--- config.mk ---
export PLATFORM = sky130hd
export DESIGN_NAME = strop_sequencer
export DESIGN_NICKNAME = d
export VERILOG_FILES = /design/src/rtl/strop_pkg.sv /design/src/rtl/strop_classify.sv /design/src/rtl/strop_prefix_state.sv /design/src/rtl/strop_ctrl.sv /design/src/rtl/strop_boundary.sv /design/src/rtl/strop_sequencer.sv
export SDC_FILE = /design/constraint.sdc
export NUM_CORES = 1
export LEC_CHECK = 0
export BUFFER_PORTS_ARGS = -buffer_cell sky130_fd_sc_hd__clkbuf_2
export CAP_MARGIN = 20
export CORE_MARGIN = 2
export CORE_UTILIZATION = 46
export DETAILED_ROUTE_END_ITERATION = 10
export PLACE_DENSITY = 0.76
export SLEW_MARGIN = 20
export SYNTH_ARGS = -nofsm -noshare
export SYNTH_HDL_FRONTEND = slang
export SYNTH_SLANG_ARGS = --single-unit
--- constraint.sdc ---
create_clock -name clk_i -period 1.6 [get_ports clk_i]
set_input_delay 0.08 -clock clk_i [delete_from_list [all_inputs] [get_ports clk_i]]
set_output_delay 0.08 -clock clk_i [all_outputs]
set_load 0.005 [all_outputs]
--- src/rtl/strop_pkg.sv ---
package strop_pkg;
  typedef enum logic [2:0] {
    BC_OTHER = 3'd0,
    BC_IMM   = 3'd1,
    BC_STR   = 3'd2,
    BC_REP   = 3'd3,
    BC_SEG   = 3'd4
  } byte_class_e;

  typedef enum logic [1:0] {
    QS_NONE  = 2'b00,
    QS_FIRST = 2'b01,
    QS_NEXT  = 2'b11
  } qstat_e;

  typedef enum logic [1:0] {
    ST_OPC  = 2'd0,
    ST_IMM  = 2'd1,
    ST_LOOP = 2'd2
  } seq_state_e;

  localparam int unsigned NUM_SEG = 4;
endpackage

--- src/rtl/strop_classify.sv ---
module strop_classify
  import strop_pkg::*;
(
  input  logic [7:0]  byte_i,
  output byte_class_e cls_o
);
  logic [NUM_SEG-1:0] seg_hit;

  // segment prefixes are 26 + 8*n
  for (genvar g = 0; g < NUM_SEG; g++) begin : g_seg
    assign seg_hit[g] = (byte_i == (8'h26 | 8'(g << 3)));
  end

  logic is_rep, is_str, is_imm;
  assign is_rep = (byte_i[7:1] == 7'h79);
  assign is_str = (byte_i[7:4] == 4'hA) && (byte_i[2] || (byte_i[3] && byte_i[1]));
  assign is_imm = (byte_i[7:4] == 4'hB);

  always_comb begin
    if (is_rep)          cls_o = BC_REP;
    else if (|seg_hit)   cls_o = BC_SEG;
    else if (is_str)     cls_o = BC_STR;
    else if (is_imm)     cls_o = BC_IMM;
    else                 cls_o = BC_OTHER;
  end
endmodule

--- src/rtl/strop_prefix_state.sv ---
module strop_prefix_state #(
  parameter int unsigned AW = 16
) (
  input  logic          clk_i,
  input  logic          rst_ni,
  input  logic          set_rep_i,
  input  logic          set_pfx_i,
  input  logic          clr_i,
  input  logic [AW-1:0] addr_i,
  output logic          rep_o,
  output logic [AW-1:0] pfx_addr_o
);
  always_ff @(posedge clk_i or negedge rst_ni) begin
    if (!rst_ni) begin
      rep_o      <= 1'b0;
      pfx_addr_o <= '0;
    end else begin
      if (clr_i)          rep_o <= 1'b0;
      else if (set_rep_i) rep_o <= 1'b1;
      if (set_pfx_i)      pfx_addr_o <= addr_i;
    end
  end

  assert_rep_cleared_R3: assert property (@(posedge clk_i) disable iff (!rst_ni)
    clr_i |=> !rep_o);
  assert_last_prefix_kept_R10: assert property (@(posedge clk_i) disable iff (!rst_ni)
    set_pfx_i |=> (pfx_addr_o == $past(addr_i)));
endmodule

--- src/rtl/strop_ctrl.sv ---
module strop_ctrl
  import strop_pkg::*;
#(
  parameter int unsigned AW = 16,
  parameter int unsigned CW = 16
) (
  input  logic          clk_i,
  input  logic          rst_ni,
  input  logic          byte_vld_i,
  input  byte_class_e   cls_i,
  input  logic [AW-1:0] byte_addr_i,
  input  logic [CW-1:0] count_i,
  input  logic          rep_i,
  input  logic          evt_i,
  output qstat_e        qs_o,
  output logic          exec_o,
  output logic          cnt_dec_o,
  output logic          done_o,
  output logic          mid_o,
  output logic          set_rep_o,
  output logic          set_pfx_o,
  output logic          clr_o,
  output logic [AW-1:0] next_addr_o
);
  seq_state_e    st_q, st_d;
  logic [AW-1:0] nxt_q, nxt_d;
  logic          cnt_zero, cnt_last;

  assign cnt_zero = (count_i == '0);
  assign cnt_last = (count_i == CW'(1));

  always_comb begin
    st_d        = st_q;
    nxt_d       = nxt_q;
    qs_o        = QS_NONE;
    exec_o      = 1'b0;
    cnt_dec_o   = 1'b0;
    done_o      = 1'b0;
    mid_o       = 1'b0;
    set_rep_o   = 1'b0;
    set_pfx_o   = 1'b0;
    next_addr_o = byte_addr_i + AW'(1);
    unique case (st_q)
      ST_OPC: if (byte_vld_i) begin
        qs_o = QS_FIRST;
        unique case (cls_i)
          BC_REP: begin set_rep_o = 1'b1; set_pfx_o = 1'b1; end
          BC_SEG: set_pfx_o = 1'b1;
          BC_STR: begin
            if (rep_i) begin
              st_d  = ST_LOOP;
              nxt_d = byte_addr_i + AW'(1);
            end else begin
              exec_o = 1'b1;
              done_o = 1'b1;
            end
          end
          BC_IMM:  st_d = ST_IMM;
          default: done_o = 1'b1;
        endcase
      end
      ST_IMM: if (byte_vld_i) begin
        qs_o   = QS_NEXT;
        done_o = 1'b1;
        st_d   = ST_OPC;
      end
      ST_LOOP: begin
        next_addr_o = nxt_q;
        if (cnt_zero) begin
          done_o = 1'b1;
          st_d   = ST_OPC;
        end else begin
          exec_o    = 1'b1;
          cnt_dec_o = 1'b1;
          if (cnt_last) begin
            done_o = 1'b1;
            st_d   = ST_OPC;
          end else begin
            mid_o = 1'b1;
            if (evt_i) st_d = ST_OPC;
          end
        end
      end
      default: st_d = ST_OPC;
    endcase
  end

  assign clr_o = done_o || (mid_o && evt_i);

  always_ff @(posedge clk_i or negedge rst_ni) begin
    if (!rst_ni) begin
      st_q  <= ST_OPC;
      nxt_q <= '0;
    end else begin
      st_q  <= st_d;
      nxt_q <= nxt_d;
    end
  end

  assert_qs_needs_byte_R1: assert property (@(posedge clk_i) disable iff (!rst_ni)
    (qs_o != QS_NONE) |-> byte_vld_i);
  assert_dec_nonzero_R4: assert property (@(posedge clk_i) disable iff (!rst_ni)
    cnt_dec_o |-> !cnt_zero);
  assert_plain_no_dec_R6: assert property (@(posedge clk_i) disable iff (!rst_ni)
    (exec_o && !rep_i) |-> !cnt_dec_o);
  assert_loop_continues_R4: assert property (@(posedge clk_i) disable iff (!rst_ni)
    (mid_o && !evt_i) |=> (qs_o == QS_NONE));
endmodule

--- src/rtl/strop_boundary.sv ---
module strop_boundary #(
  parameter int unsigned AW = 16
) (
  input  logic          clk_i,
  input  logic          rst_ni,
  input  logic          done_i,
  input  logic          mid_i,
  input  logic          step_i,
  input  logic          irq_i,
  input  logic [AW-1:0] next_addr_i,
  input  logic [AW-1:0] pfx_addr_i,
  output logic          ack_o,
  output logic          ack_irq_o,
  output logic [AW-1:0] resume_addr_o
);
  logic evt;
  assign evt           = step_i || irq_i;
  assign ack_o         = (done_i || mid_i) && evt;
  assign ack_irq_o     = ack_o && irq_i;
  // mid-loop resumes at the prefix so the repeat is decoded again
  assign resume_addr_o = mid_i ? pfx_addr_i : next_addr_i;

  assert_ack_at_boundary_R8: assert property (@(posedge clk_i) disable iff (!rst_ni)
    ack_o |-> (done_i || mid_i));
  assert_mid_not_done_R9: assert property (@(posedge clk_i) disable iff (!rst_ni)
    mid_i |-> !done_i);
endmodule

--- src/rtl/strop_sequencer.sv ---
module strop_sequencer
  import strop_pkg::*;
#(
  parameter int unsigned AW = 16,
  parameter int unsigned CW = 16
) (
  input  logic          clk_i,
  input  logic          rst_ni,
  input  logic          byte_vld_i,
  input  logic [7:0]    byte_i,
  input  logic [AW-1:0] byte_addr_i,
  input  logic [CW-1:0] count_i,
  input  logic          irq_i,
  input  logic          step_i,
  output logic [1:0]    qs_o,
  output logic          exec_o,
  output logic          cnt_dec_o,
  output logic          done_o,
  output logic          ack_o,
  output logic          ack_irq_o,
  output logic [AW-1:0] resume_addr_o
);
  byte_class_e   cls;
  qstat_e        qs;
  logic          rep, mid, set_rep, set_pfx, clr;
  logic [AW-1:0] pfx_addr, next_addr;

  strop_classify i_classify (.byte_i(byte_i), .cls_o(cls));

  strop_prefix_state #(.AW(AW)) i_prefix (
    .clk_i, .rst_ni,
    .set_rep_i (set_rep),
    .set_pfx_i (set_pfx),
    .clr_i     (clr),
    .addr_i    (byte_addr_i),
    .rep_o     (rep),
    .pfx_addr_o(pfx_addr)
  );

  strop_ctrl #(.AW(AW), .CW(CW)) i_ctrl (
    .clk_i, .rst_ni,
    .byte_vld_i, .cls_i(cls), .byte_addr_i, .count_i,
    .rep_i      (rep),
    .evt_i      (step_i || irq_i),
    .qs_o       (qs),
    .exec_o, .cnt_dec_o, .done_o,
    .mid_o      (mid),
    .set_rep_o  (set_rep),
    .set_pfx_o  (set_pfx),
    .clr_o      (clr),
    .next_addr_o(next_addr)
  );

  strop_boundary #(.AW(AW)) i_boundary (
    .clk_i, .rst_ni,
    .done_i(done_o), .mid_i(mid), .step_i, .irq_i,
    .next_addr_i(next_addr), .pfx_addr_i(pfx_addr),
    .ack_o, .ack_irq_o, .resume_addr_o
  );

  assign qs_o = qs;

  assert_no_ack_on_prefix_R7: assert property (@(posedge clk_i) disable iff (!rst_ni)
    ((qs == QS_FIRST) && (cls == BC_REP || cls == BC_SEG)) |-> !ack_o);
  assert_irq_flag_R11: assert property (@(posedge clk_i) disable iff (!rst_ni)
    ack_o |-> (ack_irq_o == irq_i));
endmodule

; Yosys cells after proc, flatten, opt, wreduce, memory -nomap -nowiden
; Cells that the tools add are included.
; W data, S select, Z words.
[totals]
wordCells = 81
output_inout_bits = 23
in_bits = 45
register_bits = 35
[op_classes]
n_eq_ne = 19
mux = 40
add_sub_neg = 1
reduce_logical = 17
[op_table]
columns = cell, n
row1 = $eq A8 B6 Y1 const B, 4
row2 = $mux W16, 2
row3 = $mux W1, 22
row4 = $add A16 B1 Y16 const B, 1
row5 = $eq A16 B1 Y1 const B, 1
row6 = $logic_not A16 Y1, 1
row7 = $mux W2, 7
row8 = $mux W3, 3
row9 = $eq A4 B4 Y1 const B, 2
row10 = $pmux W2 S2, 2
row11 = $eq A7 B7 Y1 const B, 1
row12 = $eq A3 B2 Y1 const B, 2
row13 = $ne A3 B3 Y1 const B, 2
row14 = $pmux W2 S3, 1
row15 = $logic_and A1 B1 Y1, 5
row16 = $reduce_and A5 Y1, 1
row17 = $logic_or A1 B1 Y1, 4
row18 = $ne A2 B2 Y1 const B, 2
row19 = $ne A4 B1 Y1 const B, 1
row20 = $pmux W1 S2, 2
row21 = $reduce_and A4 Y1, 1
row22 = $reduce_or A4 Y1, 1
row23 = $eq A3 B1 Y1 const B, 1
row24 = $eq A3 B3 Y1 const B, 1
row25 = other kinds (7), 7

; Depth between registers and ports, before layout
; Gate-level depths: netlist (run 1).
[depth]
depth_word = 14
ltp_mapped = 7
mapped_depth_nobuf = 6

; Cells and area by module
; A second synthesis (run 1) with hierarchy kept.
[unflattened]
hier_cells = 238
hier_area_um2 = 2289.7
[by_module_without_submodules]
columns = module, seq_area_each_um2, area_each_um2, cells_each, n_inst
row1 = strop_ctrl, 450.4, 1277.5, 169, 1
row2 = strop_prefix_state, 425.4, 684.4, 36, 1
row3 = strop_boundary, 0.0, 259.0, 20, 1
row4 = strop_classify, 0.0, 62.6, 12, 1
row5 = strop_sequencer, 0.0, 6.3, 1, 1

; Least setup slack after synthesis (run 1)
; OpenSTA, ideal clock, no wires.
[synth_path]
path_kind = reg2reg
from = register i_ctrl.st_q[1]
to = register i_prefix.pfx_addr_o[0]
arrival_ps = 1492
synth_period_minus_slack_ps = 1617
required_ps = 1475
path_stages_with_launch = 7
slack_ps = -17
n_path_buf = 2
setup_ps = 125
path_cell_list = dfrtp_1 -> nor2b_1 -> and2b_1 -> o21a_1 -> buf_4 -> buf_6 -> mux2_2
[synth_between]
elab_chain_len = 2
[synth_lines]
columns = element, line_no
row1 = start: declaration, strop_ctrl.sv:25  ; seq_state_e st_q, st_d;
row2 = start signal: assignment, strop_ctrl.sv:95  ; st_q <= st_d;
row3 = $logic_not A2 Y1, strop_ctrl.sv:43  ; unique case (st_q)
row4 = $mux W1, strop_ctrl.sv:43
row5 = end signal: assignment, strop_prefix_state.sv:20  ; if (set_pfx_i) pfx_addr_o <= addr_i;
row6 = end: declaration, strop_prefix_state.sv:11  ; output logic [AW-1:0] pfx_addr_o
; Every way passes these cells.
; A chain may end at the register's enable or synchronous reset.

; Worst setup path in the final report (run 1)
[layout_path]
from = register i_ctrl.st_q[1]
to = output resume_addr_o[11]
[layout_between]
elab_chain_len = 3
word_cells_on_any_way = 4
classes_between = eq/ne: 1 / mux: 3
[layout_lines]
columns = element, line_no
row1 = $eq A2 B2 Y1 (*), strop_ctrl.sv:43
row2 = $mux W16 / $mux W1 (equally long branches), strop_ctrl.sv:43
row3 = $mux W16 (*), strop_boundary.sv:21  ; assign resume_addr_o = mid_i ? pfx_addr_i : next_addr_i;
row4 = end: declaration, strop_sequencer.sv:21  ; output logic [AW-1:0] resume_addr_o
; Every way passes the cells marked *; elsewhere a longest branch is shown, timed or not.

==> out/metrics.yaml, run 1 <==
status:
  status: "finished clean"
critical_path:
  cp_top_family: "buffers and inverters"
  reg2reg_depth: 5
  slowest_stage: "dfrtp_2"
  critPathKind: "reg2out"
  cp_max_fo: 10
  worst-path-buf-inv: 3
  max_stage_delay_ns: 0.44
  cp.depth: 6
  endpoint_kind: "primary output"
  cp-start-kind: "flop"
  crit_chain: "nand2b_4, buf_6, buf_4, nor2_1, a21oi_1, clkbuf_2"
  arrival_ns: 1.47
  crit_required_ns: 1.52
floorplan:
  fp-row-count: 24
  pin_count: 68
  initial_utilization_pct: 48.0
  die_y_um: 71.4
  dieArea_um2: 5100
  die_w_um: 71.4
  core_area_um2: 4350
timing:
  maxSlewHeadroom_pct: 70.0
  worstMarginPinSlew_ns: 0.449
  setup_violations: 0
  final_max_slew_viol_count: 0
  tns_ns: 0
  fmax_ghz: 0.646
  period_share_pct: 96.7
  finalHoldViolCount: 0
  finalClockSkew_ns: 0.00560
  min_period_ns: 1.55
  rsz0062_at_grt: "true"
placement:
  placed_area_um2: 2570
  hpwl_um: 3930
  place_inst: 342
  gp_congestion: 0.788
  port-buffer-count: 67
synth:
  synthCells: 217
  syn-cell-area_um2: 2090
  yosysSeqAreaShare_pct: 41.9
  syn-num-nets: 263
  avgSynthCellArea_um2: 9.64
  synth_cell_types: 38
  synth-seq-cells: 35
  ys_warn_count: 0
worst_hold_path:
  whs_path_depth: 2
  min_path_type: "in2reg"
clock_tree:
  clock_latency_ns: 0.29
  cts_buffers: 5
  cts.sinks: 35
  cts_tree: "yes"
  htreeDepth: 2
  cts.clk_slew.worst_paths_ns: 0.07
  cts.path.max_buffers: 2
  cts-root-buf: "clkbuf_8"
final_layout:
  drive_above_1_share_pct: 45.1
  final_nets: 349
  syn_to_final_growth_pct: 32.8
  antenna_cells: 0
  fillers: 381
  fin_cells: 356
  finish.utilization_pct: 63.8
  design_area_um2: 2780
detailed_routing:
  wl_per_cell_um: 15.1
  drt_iter0_markers: 59
  vias: 1966
  postRouteAntennaNets: 0
  drt-total-wl_um: 5380
  dr.pass1.iters: 4
  drc: 0
  viasPerCell: 5.52
grt:
  grt_usage_pct: 21.7
  antenna_found_initial: 0
  grt_pass1_vias: 1995
  overflow: 0
  grt_pass1_wl_um: 8850
  grt_max_degree: 36
power:
  power.density_nw_per_um2: 713
  max-vdd-ir-drop_uv: 709
  cellLeakagePower_nw: 1.38
  power_mw: 1.98
run:
  cap_violations: 0
==> synth_stat cells (all sizes together) <==
| master | instances | area, um^2 |
|---|---|---|
| o22ai | 2 | 12.5 |
| a221oi | 6 | 58.8 |
| and3 | 6 | 37.5 |
| nand4b | 1 | 8.76 |
| a21boi | 1 | 7.51 |
| nand2b | 3 | 18.8 |
| nand4 | 4 | 25.0 |
| ha | 1 | 12.5 |
| buf | 8 | 56.3 |
| o31ai | 1 | 7.51 |
| and2 | 1 | 6.26 |
| o211a | 1 | 10.0 |
| nand4bb | 1 | 11.3 |
| clkbuf | 5 | 18.8 |
| nand2 | 9 | 33.8 |
| nand3 | 5 | 25.0 |
| a31o | 1 | 8.76 |
| mux2i | 5 | 50.1 |
| nor2b | 3 | 18.8 |
| and2b | 1 | 7.51 |
| a21oi | 23 | 115 |
| nor2 | 34 | 128 |
| o21a | 1 | 7.51 |
| xor2 | 6 | 52.6 |
| a211oi | 1 | 7.51 |
| nor3b | 1 | 7.51 |
| mux2 | 26 | 293 |
| and4 | 1 | 8.76 |
| nor3 | 8 | 40.0 |
| inv | 1 | 3.75 |
| xnor2 | 8 | 70.1 |
| dfrtp | 35 | 876 |
| nor4 | 5 | 37.5 |
| o21ai | 2 | 10.0 |
==> path summary, 6_finish.rpt <==
kind / start / end / slack, ns
hold / removal: byte_addr_i[15] / i_prefix.pfx_addr_o[15] / 0.06
hold reg to reg: i_prefix.pfx_addr_o[14] / i_prefix.pfx_addr_o[14] / 0.51
max in group asynchronous: rst_ni / i_ctrl.st_q[1] / 0.87
setup / recovery: i_ctrl.st_q[1] / resume_addr_o[11] / 0.05
min in group asynchronous: rst_ni / i_prefix.pfx_addr_o[5] / 0.39
setup reg to reg: i_ctrl.st_q[1] / i_prefix.pfx_addr_o[10] / 0.06
==> layer usage <==
metal  GRT usage (%)  vias to the layer above  wire [um]
li1                -                      952          -
met1            26.8                      953       2260
met2            37.3                       53       2790
met3            4.08                        8        252
met4            8.81                        0         74
met5               0                        -          0
==> worst reg2reg max path: stages, from the launching register on <==
cell     delay (ns)
dfrtp_2        0.44
nor2b_2        0.13
and2b_1        0.17
o21a_1         0.18
buf_4          0.17
mux2_2         0.34
==> logic make-up (layout without fill, tap and decap cells) <==
kind of cell	after synthesis	in the layout	synth area share, %
compound gates	39	39	11.7
xor+xnor	14	14	5.86
fa+ha+maj	1	1	0.598
buf+inv	14	101	3.77
flops	35	35	41.9
mux	31	31	16.4
simple gates	83	83	19.8
==> state kept, by name, summed over array words and instances (netlist names) <==
register	count
i_ctrl.nxt_q	16
i_ctrl.st_q	2
i_prefix.pfx_addr_o	16
i_prefix.rep_o	1
==> where the power goes <==
group | internal, mW | total (mW) | switching, mW
clock network | 0.305 | 0.614 | 0.309
logic | 0.204 | 0.364 | 0.160
registers | 0.963 | 1.00 | 0.0397
==> cell usage in the layout, fill, tap and decap left out, drive strengths merged, types with 2 or more instances in the layout <==
| cell | synthesis | routed |
|---|---|---|
| o21ai | 2 | 2 |
| nand2b | 3 | 3 |
| xnor2 | 8 | 8 |
| xor2 | 6 | 6 |
| a21oi | 23 | 23 |
| o22ai | 2 | 2 |
| nor3 | 8 | 8 |
| and3 | 6 | 6 |
| dfrtp | 35 | 35 |
| nor2b | 3 | 3 |
| nand4 | 4 | 4 |
| nor4 | 5 | 5 |
| buf | 8 | 24 |
| mux2i | 5 | 5 |
| mux2 | 26 | 26 |
| nor2 | 34 | 34 |
| nand3 | 5 | 5 |
| nand2 | 9 | 9 |
| a221oi | 6 | 6 |
| clkbuf | 5 | 74 |
==> metrics by stage <==
step	hold slack [ns]	setup slack, ns
finish	0.0612	0.0520
global placement	0.143	0.0507
global route	0.0817	-0.0386
CTS	0.0565	-0.0106
detailed placement	0.149	0.00575
floorplan	-0.216	0.0381
==> final cells by class <==
class | instances | area (um^2) | share of cell area (%)
Sequential cell | 35 | 877 | 31.6
Clock buffer | 7 | 76.3 | 2.75
Multi-Input combinational cell | 168 | 1200 | 43.2
Tap cell | 52 | 65.1 | 2.34
Clock inverter | 1 | 5.00 | 0.180
Inverter | 1 | 3.75 | 0.135
Timing Repair Buffer | 92 | 549 | 19.8
==> what timing repair did <==
| item | 4_1_cts | 5_1_grt |
|---|---|---|
| hold buffers | 1 | 0 |
| cloned | 1 | 0 |
| hold endpoints to repair | 35 | 0 |
| setup endpoints to repair | 23 | 41 |
| resized for setup | 7 | 10 |
| setup buffers | 3 | 1 |
| pin swaps | 0 | 1 |
Power figures use the tool's default switching activity.
==> run 2, diff against run 1 <==
CELL_PAD_IN_SITES_DETAIL_PLACEMENT = 2   (was not set)
CELL_PAD_IN_SITES_GLOBAL_PLACEMENT = 2   (was not set)
CORE_UTILIZATION = 27   (was 46)
PLACE_DENSITY = not set   (was 0.76)
PLACE_DENSITY_LB_ADDON = 0.1   (was not set)
==> run 2 against run 1 <==
Clock skew fell by 0.0027 ns. Worst setup slack got worse by 0.0090 ns. Largest power group unchanged. Maximum frequency fell by 0.58%. Register-to-register slack barely moved. Largest cell class unchanged. Critical path depth fell by 1. Global-route usage fell by 5.4 points. Final cell count rose by 15%.
==> out/metrics.yaml, run 2 (synthesis gave the netlist of run 1 again) <==
timing:
  finalHoldViolCount: 0  # unchanged
  fmax_ghz: 0.642  # -0.58%
  period_share_pct: 97.3  # +0.56 points
  min_period_ns: 1.56  # +0.00901 ns
  worstMarginPinSlew_ns: 0.484  # +0.0346 ns
  worst_hold_slack_ns: 0.0693  # +0.00803 ns
  rsz0062_at_grt: "true"
  setup_violations: 0  # unchanged
  tns_ns: 0  # unchanged
  maxSlewHeadroom_pct: 67.7  # -2.3 points
  fin_ws_ns: 0.0430  # -0.00901 ns
  final_max_slew_viol_count: 0  # unchanged
  finalClockSkew_ns: 0.00289  # -0.00270 ns
floorplan:
  fp-row-count: 32  # +33%
  pin_count: 68  # unchanged
  die_w_um: 92.0  # +29%
  initial_utilization_pct: 27.5  # -21 points
  core_area_um2: 7610  # +75%
  dieArea_um2: 8470  # +66%
  die_y_um: 92.0  # +29%
critical_path:
  cp_max_fo: 15  # +5
  crit_required_ns: 1.52  # about the same
  cp-start-kind: "flop"
  critPathKind: "reg2out"
  endpoint_kind: "primary output"
  arrival_ns: 1.48  # about the same
final_layout:
  fillers: 851  # +120%
  design_area_um2: 2990  # +7.7%
  final_nets: 351  # +0.57%
  top_regs: "i_ctrl.nxt_q: 16 flops, i_prefix.pfx_addr_o: 16 flops, i_ctrl.st_q: 2 flops"
  finish.utilization_pct: 39.3  # -24 points
  final_common_cell: "clkbuf_2"
  antenna_cells: 0  # unchanged
  seq_area_um2: 877  # unchanged
  drive_above_1_share_pct: 49.0  # +4.0 points
  layout_common_cells: "clkbuf_2, dfrtp_1, nor2_1, a21oi_1, mux2_2"
  syn_to_final_growth_pct: 43.1
  multi_input_area_um2: 1260  # +5.3%
power:
  cellLeakagePower_nw: 1.43  # +3.5%
  netSwitchingFraction_pct: 25.3  # -0.36 points
  power_frac_clock_pct: 34.2  # +3.2 points
  max-vdd-ir-drop_uv: 397  # -44%
  pwr-share-seq_pct: 47.6  # -3.0 points
  p_int_mw: 1.57  # +6.6%
  p_comb_share_pct: 18.3  # about the same
  switching_power_mw: 0.532  # +4.6%
  power.density_nw_per_um2: 702  # -1.5%
detailed_routing:
  drt-total-wl_um: 6620  # +23%
  wl_per_cell_um: 16.2  # +7.5%
  dr.pass1.iters: 4  # unchanged
  vias: 2001  # +1.8%
  drc: 0  # unchanged
  drt_iter0_markers: 44  # -25%
  viasPerCell: 4.90  # -11%
  postRouteAntennaNets: 0  # unchanged
clock_tree:
  cts-root-buf: "clkbuf_8"
  cts_tree: "yes"
  cts.clk_slew.worst_paths_ns: 0.07  # about the same
  clock_latency_ns: 0.28  # about the same
  cts_buffers: 5  # unchanged
  cts.path.max_buffers: 2  # unchanged
  htreeDepth: 2  # unchanged
  cts.sinks: 35  # unchanged
run:
  cap_violations: 0  # unchanged
placement:
  hpwl_um: 4820  # +23%
  pre_cts_slack_ns: -0.0535  # -0.0592 ns
  gp_congestion: 0.700  # -11%
  port-buffer-count: 67  # unchanged
  placed_area_um2: 2660  # +3.3%
grt:
  grt_usage_pct: 16.3  # -5.4 points
  grt_max_degree: 36  # unchanged
  antenna_found_initial: 0  # unchanged
  grt_pass1_wl_um: 10900  # +23%
  grt_pass1_vias: 2164  # +8.5%
  overflow: 0  # unchanged
worst_hold_path:
  min_path_type: "in2reg"
status:
  status: "finished clean"
[run 2: changes by cell type in the layout (fill, tap and decap cells not counted), moves of 2 or more]
cell      previous run  this run
a221oi_1             3         0
a221oi_2             3         6
buf_2                0         6
buf_4               20        15
buf_6                3         7
clkbuf_2            67        61
clkbuf_8             5         7
mux2_2              26        22
mux2_4               0         4
nor3_1               8         6
nor3_2               0         2
[run 2: per-layer routing]
layer | wire (um) | part of all wire, % | track usage, %
met5 | 0 | 0 | 0
met4 | 48 | 0.72 | 4.10
met3 | 289 | 4.4 | 3.04
met2 | 3310 | 50 | 28.0
met1 | 2970 | 45 | 21.2
[run 2: final cells by class]
| type | count | share of cell area, % |
|---|---|---|
| well taps | 102 | 4.26 |
| repair buffers | 94 | 20.7 |
| flip-flops and latches | 35 | 29.3 |
| inverters | 1 | 0.125 |
| multi-input cells | 168 | 42.3 |
| clock buffers | 8 | 3.34 |
[run 2: repair_timing]
action / in CTS / in global routing
endpoints found under the hold margin: 35 / 0
gates resized for setup: 12 / 36
cloned: 1 / 0
pin swaps: 1 / 1
hold buffers: 1 / 0
buffers inserted: 1 / 2
setup endpoints to repair: 9 / 45
[run 2: per-stage QoR]
stage | total power [mW] | instances
detailed placement | 1.38 | 395
global placement | 1.37 | 395
finish | 2.10 | 408
global route | 2.22 | 408
floorplan | 1.19 | 217
CTS | 2.13 | 406
[run 2: power groups by stage]
stage / logic (mW) / registers, mW / clock network, mW
finish: 0.384 / 1.00 / 0.718
global route: 0.431 / 1.01 / 0.781
CTS: 0.384 / 1.00 / 0.748
detailed placement: 0.365 / 1.02 / 0
global placement: 0.357 / 1.02 / 0
floorplan: 0.187 / 1.01 / 0
[run 2: critical path: stages, from the launching register on]
cell and delay, ns:
dfrtp_1 0.40, nand2b_4 0.19, buf_12 0.16, nor3_1 0.26, a221oi_2 0.06, clkbuf_2 0.12
[run 2: final timing paths]
path,start,cells past startpoint,end,slack [ns]
max,i_ctrl.st_q[0],5,resume_addr_o[7],0.04
min,byte_addr_i[15],2,i_prefix.pfx_addr_o[15],0.07
max in group asynchronous,rst_ni,3,i_ctrl.st_q[1],0.86
min reg2reg,i_prefix.pfx_addr_o[15],1,i_prefix.pfx_addr_o[15],0.51
min in group asynchronous,rst_ni,3,i_prefix.rep_o,0.38
max reg2reg,i_ctrl.st_q[1],5,i_ctrl.nxt_q[3],0.05
